**src/rtl/sdac_pkg.sv**
```systemverilog
package sdac_pkg;
  parameter int unsigned WORD_W      = 8;
  parameter int unsigned SYNC_STAGES = 2;
  localparam int unsigned CNT_W      = $clog2(WORD_W + 1);
  localparam int unsigned PIN_N      = 4;
  // pin lane positions inside the synchroniser bundle
  localparam int unsigned LANE_LOAD  = 0;
  localparam int unsigned LANE_DAT   = 1;
  localparam int unsigned LANE_CLK   = 2;
  localparam int unsigned LANE_FRM   = 3;
  // idle levels: frame high, clock high, data low, load high
  localparam logic [PIN_N-1:0] PIN_IDLE = 4'b1101;
endpackage

```
**src/rtl/sdac_sync.sv**
```systemverilog
module sdac_sync #(
  parameter int unsigned W      = 4,
  parameter int unsigned STAGES = 2,
  parameter logic [W-1:0] RST_VAL = '0
) (
  input  logic         clk,
  input  logic         rst_n,
  input  logic [W-1:0] d_i,
  output logic [W-1:0] q_o
);
  logic [STAGES-1:0][W-1:0] chain_q;
  logic [STAGES-1:0][W-1:0] chain_d;

  always_comb begin
    chain_d[0] = d_i;
    for (int i = 1; i < STAGES; i++) chain_d[i] = chain_q[i-1];
  end

  genvar g;
  generate
    for (g = 0; g < STAGES; g++) begin : g_stage
      always_ff @(posedge clk or negedge rst_n) begin
        if (!rst_n) chain_q[g] <= RST_VAL;
        else        chain_q[g] <= chain_d[g];
      end
    end
  endgenerate

  assign q_o = chain_q[STAGES-1];
endmodule

```
**src/rtl/sdac_shifter.sv**
```systemverilog
module sdac_shifter
  import sdac_pkg::*;
(
  input  logic              clk,
  input  logic              rst_n,
  input  logic              sclk_s,
  input  logic              sdat_s,
  input  logic              frm_n_s,
  output logic [WORD_W-1:0] word_o,
  output logic              active_o,
  output logic              done_o
);
  logic              prev_frm_q, prev_clk_q;
  logic              act_q, act_d;
  logic [CNT_W-1:0]  cnt_q, cnt_d;
  logic [WORD_W-1:0] sh_q, sh_d;
  logic              done_q, done_d;
  logic              frm_fall, frm_rise, clk_fall, full;

  assign frm_fall = prev_frm_q & ~frm_n_s;
  assign frm_rise = ~prev_frm_q & frm_n_s;
  assign clk_fall = prev_clk_q & ~sclk_s;
  assign full     = (cnt_q == CNT_W'(WORD_W));

  always_comb begin
    act_d  = act_q;
    cnt_d  = cnt_q;
    sh_d   = sh_q;
    done_d = 1'b0;
    if (frm_fall) begin
      act_d = 1'b1;
      cnt_d = '0;
    end else if (act_q && frm_rise) begin
      act_d  = 1'b0;
      done_d = full;
    end else if (act_q && !frm_n_s && clk_fall && !full) begin
      sh_d  = {sh_q[WORD_W-2:0], sdat_s};
      cnt_d = cnt_q + 1'b1;
    end
  end

  always_ff @(posedge clk or negedge rst_n) begin
    if (!rst_n) begin
      prev_frm_q <= 1'b1;
      prev_clk_q <= 1'b1;
      act_q      <= 1'b0;
      cnt_q      <= '0;
      sh_q       <= '0;
      done_q     <= 1'b0;
    end else begin
      prev_frm_q <= frm_n_s;
      prev_clk_q <= sclk_s;
      act_q      <= act_d;
      cnt_q      <= cnt_d;
      sh_q       <= sh_d;
      done_q     <= done_d;
    end
  end

  assign word_o   = sh_q;
  assign active_o = act_q;
  assign done_o   = done_q;
endmodule

```
**src/rtl/sdac_loader.sv**
```systemverilog
module sdac_loader
  import sdac_pkg::*;
(
  input  logic              clk,
  input  logic              rst_n,
  input  logic              done_i,
  input  logic [WORD_W-1:0] word_i,
  input  logic              load_n_s,
  output logic [WORD_W-1:0] dac_o
);
  logic [WORD_W-1:0] lat_q, lat_d;
  logic [WORD_W-1:0] dac_q, dac_d;
  logic              pend_q, pend_d;
  logic              lat_en, dac_en;

  always_comb begin
    lat_en = done_i;
    lat_d  = word_i;
    dac_en = 1'b0;
    dac_d  = lat_q;
    pend_d = pend_q;
    if (done_i) begin
      if (!load_n_s) begin
        dac_en = 1'b1;
        dac_d  = word_i;
        pend_d = 1'b0;
      end else begin
        pend_d = 1'b1;
      end
    end else if (pend_q && !load_n_s) begin
      dac_en = 1'b1;
      pend_d = 1'b0;
    end
  end

  always_ff @(posedge clk or negedge rst_n) begin
    if (!rst_n) begin
      lat_q  <= '0;
      dac_q  <= '0;
      pend_q <= 1'b0;
    end else begin
      if (lat_en) lat_q <= lat_d;
      if (dac_en) dac_q <= dac_d;
      pend_q <= pend_d;
    end
  end

  assign dac_o = dac_q;
endmodule

```
**src/rtl/sdac_front.sv**
```systemverilog
module sdac_front
  import sdac_pkg::*;
(
  input  logic              clk,
  input  logic              rst_n,
  input  logic              ser_clk_i,
  input  logic              ser_dat_i,
  input  logic              frm_n_i,
  input  logic              load_n_i,
  output logic [WORD_W-1:0] dac_code_o,
  output logic              frame_done_o,
  output logic              if_en_o
);
  logic [1:0]       rst_pipe_q;
  logic             rst_int_n;
  logic [PIN_N-1:0] pins_raw, pins_s;
  logic [WORD_W-1:0] word;
  logic             done;

  // asynchronous assertion, synchronous release
  always_ff @(posedge clk or negedge rst_n) begin
    if (!rst_n) rst_pipe_q <= 2'b00;
    else        rst_pipe_q <= {rst_pipe_q[0], 1'b1};
  end
  assign rst_int_n = rst_pipe_q[1];

  always_comb begin
    pins_raw            = '0;
    pins_raw[LANE_LOAD] = load_n_i;
    pins_raw[LANE_DAT]  = ser_dat_i;
    pins_raw[LANE_CLK]  = ser_clk_i;
    pins_raw[LANE_FRM]  = frm_n_i;
  end

  sdac_sync #(.W(PIN_N), .STAGES(SYNC_STAGES), .RST_VAL(PIN_IDLE)) u_sync (
    .clk   (clk),
    .rst_n (rst_int_n),
    .d_i   (pins_raw),
    .q_o   (pins_s)
  );

  sdac_shifter u_shift (
    .clk      (clk),
    .rst_n    (rst_int_n),
    .sclk_s   (pins_s[LANE_CLK]),
    .sdat_s   (pins_s[LANE_DAT]),
    .frm_n_s  (pins_s[LANE_FRM]),
    .word_o   (word),
    .active_o (if_en_o),
    .done_o   (done)
  );

  sdac_loader u_load (
    .clk      (clk),
    .rst_n    (rst_int_n),
    .done_i   (done),
    .word_i   (word),
    .load_n_s (pins_s[LANE_LOAD]),
    .dac_o    (dac_code_o)
  );

  assign frame_done_o = done;
endmodule

```
**config.mk**
```make
export PLATFORM = sky130hd
export DESIGN_NAME = sdac_front
export DESIGN_NICKNAME = d
export VERILOG_FILES = /design/src/rtl/sdac_pkg.sv /design/src/rtl/sdac_sync.sv /design/src/rtl/sdac_shifter.sv /design/src/rtl/sdac_loader.sv /design/src/rtl/sdac_front.sv
export SDC_FILE = /design/constraint.sdc
export NUM_CORES = 1
export LEC_CHECK = 0
export CORE_MARGIN = 2
export CORE_UTILIZATION = 45
export CTS_BUF_LIST = sky130_fd_sc_hd__clkbuf_16
export CTS_CLUSTER_SIZE = 8
export DETAILED_ROUTE_END_ITERATION = 12
export GPL_TIMING_DRIVEN = 0
export PLACE_DENSITY = 0.65
export SYNTH_ARGS = -nofsm -noshare
export SYNTH_HDL_FRONTEND = slang
export SYNTH_SLANG_ARGS = --single-unit
export TNS_END_PERCENT = 20
```
**constraint.sdc**
```tcl
create_clock -name clk -period 1.5 [get_ports clk]
set_input_delay 0.15 -clock clk [delete_from_list [all_inputs] [get_ports clk]]
set_output_delay 0.15 -clock clk [all_outputs]
set_load 0.005 [all_outputs]
```
# --- Word-level counts from Yosys, hierarchy flattened ---
# Cells that the tools add are included.
totals:
  register_bits: 43
  input_bits: 6
  out_inout_bits: 10
op_classes:
  addsub: 1
  n_eq_ne: 2
  mux: 15
  n_bitwise: 8
  n_reduce_logical: 13
op_table:
  columns: ["operator", "n"]
  rows:
  - ["8-bit two-way mux", 2]
  - ["4-bit two-way mux", 3]
  - ["1-bit two-way mux", 10]
  - ["2-bit nonzero test", 3]
  - ["1-bit logical AND", 5]
  - ["1-bit inverter", 5]
  - ["4-bit by 1-bit adder with 4-bit output (second input constant)", 1]
  - ["4-bit == test (second input constant)", 1]
  - ["1-bit AND", 3]
  - ["1-bit zero test", 3]
  - ["3-bit AND reduction", 1]
  - ["2-bit by 1-bit != test with 1-bit output (second input constant)", 1]
  - ["2-bit AND reduction", 1]

# --- Longest topological paths before layout ---
depth:
  word_depth: 7
  depth_mapped: 6
  ltp_nobuf: 5

# --- Cells and area by module ---
# A second synthesis with hierarchy kept.
unflattened:
  hier_cells: 114
  area_unflattened_um2: 1749.2
by_module_without_submodules:
  columns: ["module", "n_inst", "cells_per_inst", "area_each_um2", "seq_area_each_um2"]
  rows:
  - ["sdac_loader", 1, 50, 753.2, 425.4]
  - ["sdac_shifter", 1, 53, 734.5, 402.9]
  - ["sdac_sync", 1, 8, 207.7, 207.7]
  - ["sdac_front", 1, 3, 53.8, 50.0]

# --- Worst setup path before layout ---
# OpenSTA, ideal clock, no wires.
synth_timing:
  path_kind: "reg-to-reg"
  from: "register u_shift.cnt_q[0]"
  to: "register u_shift.sh_q[0] (netlist: u_shift.word_o[0])"
  setup_time_ns: 0.125
  arrival_time_ns: 1.607
  slack_ns: -0.232
  path_stages_with_launch: 7
  path_buffers: 1
  period_less_slack_ns: 1.732
  cell_sequence: "dfrtp_1 > inv_1 > ha_1 > and3b_1 > or3_1 > buf_6 > mux2_4"
synth_via:
  elab_chain_len: 4
synth_lines:
  columns: ["item", "line_no", "rtl"]
  rows:
  - ["start, declared", "sdac_shifter.sv:15", "logic [CNT_W-1:0] cnt_q, cnt_d;"]
  - ["start signal, assigned", "sdac_shifter.sv:54", "cnt_q <= cnt_d;"]
  - ["4-bit == test", "sdac_shifter.sv:23", "assign full = (cnt_q == CNT_W'(WORD_W));"]
  - ["1-bit zero test", "sdac_shifter.sv:36", "end else if (act_q && !frm_n_s && clk_fall && !full) begin"]
  - ["1-bit logical AND", "sdac_shifter.sv:36", null]
  - ["3-bit AND reduction (no line)", null, null]
  - ["end signal, assigned", "sdac_shifter.sv:48", "sh_q <= '0;"]
  - ["end signal, assigned", "sdac_shifter.sv:55", "sh_q <= sh_d;"]
  - ["end, declared", "sdac_shifter.sv:16", "logic [WORD_W-1:0] sh_q, sh_d;"]
# No other way between the ends.
# A chain may end at the register's enable or synchronous reset.

# --- Worst setup path in the final report ---
layout_timing:
  from: "register u_sync.chain_q (netlist bit u_sync.q_o[3])"
  to: "register u_shift.sh_q[2] (netlist: u_shift.word_o[2])"
layout_via:
  elab_chain_len: 5
layout_lines:
  columns: ["item", "line_no", "rtl"]
  rows:
  - ["start, declared", "sdac_sync.sv:11", "logic [STAGES-1:0][W-1:0] chain_q;"]
  - ["start signal, assigned by index", "sdac_sync.sv:24", "else chain_q[g] <= chain_d[g];"]
  - ["1-bit zero test", "sdac_shifter.sv:36", null]
  - ["1-bit logical AND (3 in a row)", "sdac_shifter.sv:36", null]
  - ["3-bit AND reduction (no line) (*)", null, null]
# Every way passes the cells marked *; elsewhere a longest branch is shown, timed or not.

==> flow_summary_export.csv <==
group,metric,value,unit
global_routing,grt_util_all_layers,13.8,%
setup_path,crit_chain,"and2b_2, or3_4, mux2_4",
setup_path,reg2reg_setup_slack,-0.20,ns
sta,timing.final.crit_share,113,%
synth,yosysUniqueCellTypes,24,
finish,nets,135,
drt,route.detailed.drc,0,
floorplanning,pin_count,16,
setup_path,critPathMaxStageDelay,0.52,ns
clock_network,cts_tree,"built",
floorplanning,core,3390,µm²
setup_path,crit_family,"simple AND/OR/NAND/NOR gates",
clock_network,cts_buffer_depth,2,
synth,synth_nets,108,
drt,vias_per_cell,4.98,
placed_design,dp_hpwl,1500,µm
synth,ys_ff_latch,43,
sta,finalHoldViolations,0,
setup_path,cp.arrival,1.85,ns
synth,synth_warnings,0,
clock_network,clock_sinks,43,
finish,final_cell_area,2040,µm²
drt,route.vias.total,866,
worst_hold_path,hp-class,"primary input to asynchronous set/reset pin",
finish,diodes,0,
setup_path,cp.buffers_inverters,0,
pwr,power_switching,484,µW
placed_design,globalplace.congestion,0.669,
clock_network,numCtsBuffers,5,
finish,area_delta_synth_final,25.3,%
pwr,p_comb_share,5.5,%
setup_path,worstSetupEndpointType,"register",
run,maxCapViolations,0,
clock_network,path_clk_slew,0.05,ns
drt,drt_iter0_drc,37,
drt,firstDrtPassIters,4,
pwr,p_seq_share,53.6,%
clock_network,clk_latency,0.27,ns
drt,wl,2330,µm
global_routing,grt_pass1_vias,984,
sta,min_period,1.70,ns
placed_design,port_buffers,15,
clock_network,cts_root_buf,"clkbuf_16",
setup_path,timing.rr.end,"u_shift.word_o[2]$_DFFE_PN0P_",
sta,max-slew-margin-rel,44.0,%
drt,wire_per_inst,13.4,µm
setup_path,crit_type,"register to register",
synth,syn_area_per_cell,16.2,µm²
pwr,p_leak,0.000957,µW
floorplanning,die_h,64.1,µm
clock_network,htree_levels,2,
placed_design,placed_area,1830,µm²
floorplanning,start_util,47.9,%
drt,postRouteAntennaNets,0,
sta,setup_ws,-0.197,ns
setup_path,reg2reg_depth,3,
synth,syn-cell-area,1620,µm²
setup_path,worstPathRequired,1.66,ns
pwr,clkPwrFrac,40.8,%
sta,worst_slew_pin_slew,0.839,ns
global_routing,overflow,0,
floorplanning,dieArea,4110,µm²
floorplanning,row_count,21,
pwr,switching_share,20.1,%
floorplanning,die-width,64.1,µm
synth,yosysSeqAreaShare,66.9,%
setup_path,slowest_stage,"dfstp_2",
sta,setup_violations,9,
global_routing,grt_pass1_wl,4380,µm
global_routing,grt_antenna_before_repair,0,
sta,drv_slew,0,
pwr,power.density,1190,nW/µm²
global_routing,grt_max_degree,42,
setup_path,worstReg2RegStart,"u_sync.q_o[3]$_DFF_PN1_",
setup_path,crit_path_start_kind,"register",
synth,syn_inst,100,
sta,fmax,589,MHz
finish,utilization,60.1,%
finish,drive_gt1_share,44.5,%
pwr,internal-power,1930,µW
sta,finalClockSkew,0.00437,ns
placed_design,place_ws,-0.293,ns
setup_path,path_max_fanout,8,
sta,rsz0062_at_grt,"yes",
outcome,violations,"negative setup slack",
outcome,status,"finished with violations",
pwr,peakVddDrop,1.19,mV
[state kept, by name, indices dropped and copies added (netlist names)]
register	cells
rst_pipe_q	2
u_load.dac_o	8
u_load.lat_q	8
u_load.pend_q	1
u_shift.active_o	1
u_shift.cnt_q	4
u_shift.done_o	1
u_shift.prev_clk_q	1
u_shift.prev_frm_q	1
u_shift.word_o	8
u_sync.chain_d	4
u_sync.q_o	4
[power by group through the flow]
| stage | clock, µW | sequential [µW] | combinational, µW |
|---|---|---|---|
| after floorplan | 0 | 1300 | 85.1 |
| after global placement | 0 | 1310 | 109 |
| after detailed placement | 0 | 1320 | 113 |
| after CTS | 1020 | 1300 | 131 |
| after global routing | 1080 | 1310 | 143 |
| final | 985 | 1290 | 134 |
[worst max-delay path by stage]
stage / start / endpoint / slack, ns / depth (start not counted)
2_1_floorplan: u_sync.q_o[3]$_DFF_PN1_ / u_shift.word_o[0]$_DFFE_PN0P_ / -0.21 / 4
6_report: u_sync.q_o[3]$_DFF_PN1_ / u_shift.word_o[2]$_DFFE_PN0P_ / -0.20 / 3
5_1_grt: u_sync.q_o[3]$_DFF_PN1_ / u_shift.word_o[3]$_DFFE_PN0P_ / -0.22 / 3
4_1_cts: u_shift.cnt_q[0]$_DFFE_PN0P_ / u_shift.word_o[2]$_DFFE_PN0P_ / -0.19 / 5
3_5_place_dp: u_sync.q_o[3]$_DFF_PN1_ / u_shift.word_o[1]$_DFFE_PN0P_ / -0.29 / 4
3_3_place_gp: u_sync.q_o[3]$_DFF_PN1_ / u_shift.word_o[2]$_DFFE_PN0P_ / -0.27 / 4
[per-stage QoR]
step / total power, µW / cells / hold slack [ns] / TNS [ns]
2_1_floorplan: 1380 / 100 / -0.146 / -1.79
3_3_place_gp: 1420 / 161 / 0.319 / -9.43
3_5_place_dp: 1430 / 161 / 0.329 / -3.79
4_1_cts: 2440 / 173 / 0.0375 / -1.53
5_1_grt: 2530 / 174 / 0.0285 / -1.88
6_report: 2410 / 174 / 0.0381 / -1.62
[metal layers]
layer  up-vias  GRT usage [%]  share of wire [%]
met1       448           16.2                 44
li1        401              -                  -
met2        14           24.1                 50
met4         0           4.62                1.0
met3         3           4.23                4.0
met5         -              0                  0
[cell families (layout without fill, tap and decap cells)]
kind of cell	after synthesis	count (layout)	share of synthesized area (%)
flops	43	43	66.9
mux	24	24	18.5
compound gates	10	10	3.62
simple gates	13	13	6.78
buf+inv	6	34	1.85
fa+ha+maj	3	3	2.16
other cells	1	1	0.231
[cell type report]
class	instances	area (µm²)
timing repair buffer	21	195
buffer	1	5.00
inverter	4	15.0
sequential	43	1090
tap	46	57.6
clock inverter	3	12.5
multi-input combinational	51	538
clock buffer	5	125
fill	258	1350
[layout by cell type, fill, tap and decap left out, drive strengths merged, types with 2 or more instances in the layout]
| master | n |
|---|---|
| nand3 | 3 |
| dfrtp | 35 |
| or3 | 2 |
| dfstp | 8 |
| clkinv | 2 |
| clkdlybuf4s50 | 15 |
| ha | 2 |
| clkbuf | 6 |
| a21oi | 4 |
| o21ai | 4 |
| mux2 | 24 |
| inv | 5 |
| buf | 6 |
[timing repair]
item,CTS,global route
setup endpoints to repair,17,16
resized for setup,8,1
hold buffers,0,0
hold endpoints to repair,0,0
pin swaps,3,2
setup buffers,5,1
[Yosys cell counts (all sizes together)]
cell type,n,share of area [%]
nand2,1,0.23
dfstp,8,13
mux2,24,18
o21a,1,0.46
a21oi,4,1.2
inv,4,0.92
dfrtp,35,54
and2b,1,0.54
nand3b,1,0.46
conb,1,0.23
nor3,1,0.31
o21ai,4,1.2
buf,1,0.69
maj3,1,0.62
nand3,3,0.92
clkbuf,1,0.23
o21bai,1,0.69
or3,2,0.77
and4bb,1,0.77
or4,1,0.54
and3b,1,0.54
nand4bb,1,1.7
ha,2,1.5
Note: power is estimated with default switching activity, not from simulation.
